**src/rtl/irq_pkg.sv**
```systemverilog
package irq_pkg;
  localparam int NSRC    = 3;
  localparam int BIT_TMR = 0;
  localparam int BIT_PCH = 1;
  localparam int BIT_EXT = 2;

  // new flag value after an optional software write and a hardware set
  function automatic logic [NSRC-1:0] flag_next(input logic [NSRC-1:0] cur,
                                                input logic wr,
                                                input logic [NSRC-1:0] wdata,
                                                input logic [NSRC-1:0] set);
    logic [NSRC-1:0] kept;
    kept = wr ? (cur & wdata) : cur;
    return kept | set;
  endfunction

  function automatic logic [NSRC-1:0] masked(input logic [NSRC-1:0] f,
                                             input logic [NSRC-1:0] m);
    return f & m;
  endfunction
endpackage

```
**src/rtl/irq_fall_det.sv**
```systemverilog
module irq_fall_det #(
  parameter int N = 2
) (
  input  logic         clk,
  input  logic         rst_n,
  input  logic [N-1:0] pin_i,
  output logic [N-1:0] fall_o
);
  for (genvar i = 0; i < N; i++) begin : g_det
    logic prev_q;
    always_ff @(posedge clk or negedge rst_n) begin
      if (!rst_n) prev_q <= 1'b1;
      else        prev_q <= pin_i[i];
    end
    assign fall_o[i] = prev_q & ~pin_i[i];


    fall_once_chk: assert property (@(posedge clk) disable iff (!rst_n)
      fall_o[i] |=> !fall_o[i]);
  end
endmodule

```
**src/rtl/irq_port_watch.sv**
```systemverilog
module irq_port_watch #(
  parameter int W = 8
) (
  input  logic         clk,
  input  logic         rst_n,
  input  logic [W-1:0] pins_i,
  input  logic         load_i,
  output logic         change_o
);
  logic [W-1:0] ref_q;

  always_ff @(posedge clk or negedge rst_n) begin
    if (!rst_n)      ref_q <= '0;
    else if (load_i) ref_q <= pins_i;
  end

  assign change_o = |(ref_q ^ pins_i);


  load_match_chk: assert property (@(posedge clk) disable iff (!rst_n)
    load_i |=> (!change_o || (pins_i != $past(pins_i))));
endmodule

```
**src/rtl/irq_flag_bank.sv**
```systemverilog
module irq_flag_bank
  import irq_pkg::*;
(
  input  logic            clk,
  input  logic            rst_n,
  input  logic [NSRC-1:0] set_i,
  input  logic            wr_en_i,
  input  logic [NSRC-1:0] wr_data_i,
  output logic [NSRC-1:0] flag_o
);
  logic [NSRC-1:0] flag_q;

  always_ff @(posedge clk or negedge rst_n) begin
    if (!rst_n) flag_q <= '0;
    else        flag_q <= flag_next(flag_q, wr_en_i, wr_data_i, set_i);
  end

  assign flag_o = flag_q;


  no_sw_set_chk: assert property (@(posedge clk) disable iff (!rst_n)
    (set_i == '0) |=> ((flag_q & ~$past(flag_q)) == '0));


  set_wins_chk: assert property (@(posedge clk) disable iff (!rst_n)
    (set_i != '0) |=> ((flag_q & $past(set_i)) == $past(set_i)));
endmodule

```
**src/rtl/irq_flag_ctrl.sv**
```systemverilog
module irq_flag_ctrl
  import irq_pkg::*;
#(
  parameter int REG_W  = 8,
  parameter int PORT_W = 8
) (
  input  logic              clk,
  input  logic              rst_n,
  input  logic              tmr_n_i,
  input  logic              ext_n_i,
  input  logic [PORT_W-1:0] port_i,
  input  logic              port_rd_i,
  input  logic              flag_wr_i,
  input  logic              mask_wr_i,
  input  logic [REG_W-1:0]  wdata_i,
  input  logic              eni_i,
  input  logic              disi_i,
  output logic [REG_W-1:0]  flag_rd_o,
  output logic [REG_W-1:0]  mask_rd_o,
  output logic              irq_o
);
  localparam int PAD = REG_W - NSRC;

  logic [1:0]      pin_fall;
  logic            port_chg;
  logic [NSRC-1:0] hw_set;
  logic [NSRC-1:0] flags;
  logic [NSRC-1:0] mask_q;
  logic [NSRC-1:0] live;
  logic            gie_q;

  irq_fall_det #(.N(2)) u_fall (
    .clk    (clk),
    .rst_n  (rst_n),
    .pin_i  ({ext_n_i, tmr_n_i}),
    .fall_o (pin_fall)
  );

  irq_port_watch #(.W(PORT_W)) u_port (
    .clk      (clk),
    .rst_n    (rst_n),
    .pins_i   (port_i),
    .load_i   (port_rd_i),
    .change_o (port_chg)
  );

  always_comb begin
    hw_set          = '0;
    hw_set[BIT_TMR] = pin_fall[0];
    hw_set[BIT_PCH] = port_chg;
    hw_set[BIT_EXT] = pin_fall[1];
  end

  irq_flag_bank u_flags (
    .clk       (clk),
    .rst_n     (rst_n),
    .set_i     (hw_set),
    .wr_en_i   (flag_wr_i),
    .wr_data_i (wdata_i[NSRC-1:0]),
    .flag_o    (flags)
  );

  always_ff @(posedge clk or negedge rst_n) begin
    if (!rst_n)         mask_q <= '0;
    else if (mask_wr_i) mask_q <= wdata_i[NSRC-1:0];
  end

  always_ff @(posedge clk or negedge rst_n) begin
    if (!rst_n)      gie_q <= 1'b0;
    else if (disi_i) gie_q <= 1'b0;
    else if (eni_i)  gie_q <= 1'b1;
  end

  assign live      = masked(flags, mask_q);
  assign flag_rd_o = {{PAD{1'b0}}, live};
  assign mask_rd_o = {{PAD{1'b0}}, mask_q};
  assign irq_o     = gie_q & (|live);


  rd_within_mask_chk: assert property (@(posedge clk) disable iff (!rst_n)
    (flag_rd_o & ~mask_rd_o) == '0);


  irq_needs_flag_chk: assert property (@(posedge clk) disable iff (!rst_n)
    irq_o |-> (flag_rd_o != '0));


  disi_off_chk: assert property (@(posedge clk) disable iff (!rst_n)
    disi_i |=> !irq_o);
endmodule

```
**config.mk**
```make
export PLATFORM = sky130hd
export DESIGN_NAME = irq_flag_ctrl
export DESIGN_NICKNAME = d
export VERILOG_FILES = /design/src/rtl/irq_pkg.sv /design/src/rtl/irq_fall_det.sv /design/src/rtl/irq_port_watch.sv /design/src/rtl/irq_flag_bank.sv /design/src/rtl/irq_flag_ctrl.sv
export SDC_FILE = /design/constraint.sdc
export NUM_CORES = 1
export LEC_CHECK = 0
export BUFFER_PORTS_ARGS = -buffer_cell sky130_fd_sc_hd__buf_4
export CAP_MARGIN = 20
export CORE_UTILIZATION = 35
export DETAILED_ROUTE_END_ITERATION = 12
export GPL_TIMING_DRIVEN = 0
export PLACE_DENSITY = 0.78
export SLEW_MARGIN = 40
export SYNTH_ARGS = -nofsm -noshare
export SYNTH_HDL_FRONTEND = slang
export SYNTH_SLANG_ARGS = --single-unit
```
**constraint.sdc**
```tcl
create_clock -name clk -period 1.01 [get_ports clk]
set_input_delay 0.101 -clock clk [delete_from_list [all_inputs] [get_ports clk]]
set_output_delay 0.101 -clock clk [all_outputs]
set_load 0.03 [all_outputs]
```
## Word level (Yosys, flattened, before mapping)

Index checks and enable logic that the tools add are counted.

- Bitwise logic cells: 9
- Multiplexer cells: 3
- Reduce and logical (&&, ||, !) cells: 3

Operator list:

| kind | count |
|---|---|
| $reduce_or A8 Y1 | 1 |
| $xor A8 B8 Y8 | 1 |
| $and A3 B3 Y3 | 2 |
| $and A1 B1 Y1 | 3 |
| $mux W3 | 1 |
| $or A3 B3 Y3 | 1 |
| $reduce_or A3 Y1 | 1 |
| $mux W1 | 2 |
| $not A1 Y1 | 2 |
| $reduce_bool A2 Y1 | 1 |

- Bits of input ports: 25
- Register bits: 17
- Word-level logic and storage cells: 21
- Output and inout port bits: 17

## Longest topological paths before layout

- Depth in word-level cells: 3
- Mapped depth: 3
- Depth with buffers taken out: 3

## Cells and area by module

From an unflattened synthesis, not the netlist that was laid out.

- Cell total of the unflattened synthesis: 65
- Area total of the unflattened synthesis: 828.3 um^2

Modules (own cells, without submodules):

| module | area each (um^2) | times used | seq. area each (um^2) | cells each |
|---|---|---|---|---|
| irq_port_watch | 381.6 | 1 | 200.2 | 28 |
| irq_flag_ctrl | 250.2 | 1 | 100.1 | 24 |
| irq_flag_bank | 116.4 | 1 | 75.1 | 9 |
| irq_fall_det | 80.1 | 1 | 52.6 | 4 |

## Worst setup path after synthesis

OpenSTA, ideal clock, no wires.

- Path type: reg2out
- Start: register mask_q[0]
- End: output port irq_o
- Slack: -331 ps
- Buffers on the path: 0
- Stages on the path, launching flop included: 3
- Required time: 909 ps
- Data arrival time: 1240 ps
- Cell sequence: dfrtp_1 and2_1 o31a_1

- Word-level cells in the longest chain between the ends: 3

RTL lines:

| element | line | text |
|---|---|---|
| from (decl) | irq_flag_ctrl.sv:28 | `logic [NSRC-1:0] mask_q;` |
| from (signal assigned) | irq_flag_ctrl.sv:65 | `else if (mask_wr_i) mask_q <= wdata_i[NSRC-1:0];` |
| $and A3 B3 Y3 | irq_pkg.sv:19 | `return f & m;` |
| via flag_rd_o[0] | irq_flag_ctrl.sv:18 | `output logic [REG_W-1:0] flag_rd_o,` |
| $reduce_or A3 Y1 | irq_flag_ctrl.sv:77 | `assign irq_o = gie_q & (\|live);` |
| $and A1 B1 Y1 | irq_flag_ctrl.sv:77 |  |
| to (decl) | irq_flag_ctrl.sv:20 | `output logic irq_o` |

The timed path passes the listed nets, and every way through them passes these cells.

## Worst setup path after layout

- Start: register mask_q[2]
- End: output port irq_o

- Word-level cells in the longest chain between the ends: 3

RTL lines:

| element | line |
|---|---|
| $and A3 B3 Y3 | irq_pkg.sv:19 |
| $reduce_or A3 Y1 | irq_flag_ctrl.sv:77 |
| $and A1 B1 Y1 | irq_flag_ctrl.sv:77 |

No other way between the ends.

==> out/metrics.yaml <==
sta:
  timing.final.crit_period_ns: 1.367
  final_hold_viol_count: 0
  min_period_over_period: 1.353
  worst_slack_ns: -0.3569
  setup_viol: 8
  max_freq_mhz: 731.6
  clock_skew_ns: 0.0005957
  final_max_slew_viol_count: 0
  rsz0062_at_grt: "true"
synthesis:
  ys_async_sr_fraction: 1.000
  yosysTopAreaCell: "dfrtp_1"
  synth_cell_types: 14
  synth.ff_latch_count: 17
  synth-adder-area-share: 0
  synth_top_flop_cell: "dfrtp_1"
  synthMuxAreaShare: 0.1554
  synthCells: 66
  synth_commonest_cells: "15 x dfrtp_1, 11 x mux2_2, 10 x buf_4"
  synthSimpleGateAreaFrac: 0.05808
  yosys.area.top_type_share: 0.4710
  synth_top_family_by_area: "multiplexers"
  avgSynthCellArea_um2: 12.08
  synth_most_common_cell: "dfrtp_1"
  synth_warnings: 0
  syn_area_um2: 797.0
  ys_seq_area_frac: 0.5369
  synth_compound_area_frac: 0.04239
  synth-xor-area-share: 0.08791
  synth_edf_count: 0
  ys_top_cells_by_area: "dfrtp_1 47%, mux2_2 16%, buf_4 9.4%, xor2_1 8.8%, dfstp_2 6.6%"
clock_network:
  clock_latency_ns: 0.28
  cts_buffers: 3
  root_buffer: "clkbuf_4"
  cts.htree.levels: 1
  clkSlewWorstSetupHoldPaths_ns: 0.09
  clock_sink_count: 17
  clockBufferDepth: 2
  cts_tree: "yes"
global_route:
  grt_pass1_vias: 564
  overflow: 0
  grt_pass1_wl_mm: 2.490
  grt_max_degree: 18
  grtUsageTotal: 0.1346
  grt_antenna_before_repair: 0
critical_path:
  required_ns: 0.91
  cp_slowest_cell: "dfrtp_2"
  end_kind: "output port"
  cp_cell_sequence: "and2_4 > o31a_1 > buf_6"
  critical-path-top-delay-family: "flip-flops"
  crit_type: "reg -> out"
  critPathBufInv: 1
  startpoint_type: "flop"
  worst-path-max-fanout: 2
  crit_arrival_ns: 1.27
  slowest_delay_ns: 0.41
layout:
  utilization: 0.5968
  diodes: 0
  drive_gt1_frac: 0.5702
  nets: 140
  nFillCells: 187
  final_cell_area_um2: 1219
  fin_cells: 141
  area_delta_synth_final_pct: 52.90
pwr:
  p_per_area_nw_per_um2: 1329
  peakVddDrop_mv: 0.9174
  p_leak_nw: 0.5998
floorplan:
  fp.dieH_um: 49.72
  die_area_um2: 2472
  core.rowCount: 16
  die_x_um: 49.72
  start_util: 0.3903
  core-area_um2: 2042
  ios: 42
detailed_routing:
  dr.pass1.iters: 1
  vias: 603
  antenna_left: 0
  wl_per_cell_um: 10.61
  drc: 0
  dr.first_iter.drc_count: 0
  viasPerCell: 4.277
  finalWirelength_mm: 1.496
placed_design:
  place.gp.congestion: 0.6329
  dpl_cell_area_um2: 1064
  dp_cells: 127
  place_hpwl_mm: 1.085
  port_buffers: 25
status:
  violations: "setup timing"
  status: "finished, violations left"
run:
  drv_cap: 0
hold_path:
  hold_class: "in -> reg"
sequential cells by signal (all words and copies together) (netlist names):
signal,flops
u_port.ref_q,8
mask_q,3
u_flags.flag_o,3
u_fall.g_det.prev_q,2
gie_q,1
worst reg2reg max path, delay by kind of cell (launching register included):
| kind | cells | cell delay [ns] |
|---|---|---|
| flops | 1 | 0.39 |
| xor+xnor | 1 | 0.16 |
| simple gates | 2 | 0.37 |
repair_timing:
action                                  CTS  global route
gates cloned                              0             0
hold endpoints to repair                 21             0
pin swaps                                 3             1
resized for setup                         8             3
endpoints found under the setup margin    5             8
hold buffers                              4             0
setup buffers                             4             2
where the power goes:
group	internal (mW)	switching [mW]	leakage [nW]
clock network	0.153	0.195	0.0150
logic	0.261	0.231	0.394
registers	0.746	0.0351	0.190
total	1.16	0.461	0.600
final cells by class:
class | count | area, µm² | share of cell area
clock buffer | 4 | 26.28 | 0.02156
inverter | 3 | 11.26 | 0.009240
sequential | 17 | 431.7 | 0.3542
tap | 27 | 33.78 | 0.02772
multi-input combinational | 44 | 325.3 | 0.2669
timing repair buffer | 35 | 310.3 | 0.2546
buffer | 11 | 80.08 | 0.06571
per-layer routing:
| layer | global-route usage | vias up | part of all wire |
|---|---|---|---|
| met5 | 0 | - | 0 |
| met4 | 0.05714 | 0 | 0.0040 |
| met3 | 0.01852 | 2 | 0.061 |
| met2 | 0.2320 | 28 | 0.54 |
| met1 | 0.1663 | 278 | 0.40 |
| li1 | - | 295 | - |
final timing paths:
check | start | endpoint | slack [ns] | cells after the start
min | eni_i | gie_q | 0.04 | 3
max reg2reg | u_port.ref_q[0] | u_flags.flag_o[1] | -0.02 | 3
max in group asynchronous | rst_n | u_fall.g_det[0].prev_q | 0.55 | 2
min in group asynchronous | rst_n | u_port.ref_q[5] | 0.21 | 2
min reg2reg | u_fall.g_det[1].prev_q | u_flags.flag_o[2] | 0.51 | 2
max | mask_q[2] | irq_o | -0.36 | 3
cells by family after synthesis:
| kind of cell | after synthesis |
|---|---|
| simple gates | 9 |
| flops | 17 |
| buf+inv | 14 |
| other cells | 1 |
| compound gates | 6 |
| mux | 11 |
| xor+xnor | 8 |
cells in the final DEF (no fill, tap or decap), types with 2 or more instances in the layout:
cell type	netlist	layout
buf_4	10	31
dfrtp_1	15	12
mux2_2	11	11
conb_1	1	10
buf_6	0	10
xor2_1	8	8
o21ai_0	5	5
nor2_1	4	4
dlygate4sd3_1	0	4
inv_1	3	3
and2_4	0	3
clkbuf_4	0	3
dfrtp_2	0	3
dfstp_2	2	2
metrics by stage:
stage,hold WS [ns],worst slack (ns),TNS [ns],power [mW]
floorplan,-0.1946,-0.1587,-0.1587,1.053
global placement,-0.02889,-0.05900,-0.1180,1.185
detailed placement,-0.02024,-0.06654,-0.1073,1.199
CTS,0.03487,-0.3672,-0.9358,1.616
global route,0.04677,-0.4054,-1.421,1.718
finish,0.04317,-0.3569,-1.006,1.620
(Power assumes the default switching activity.)
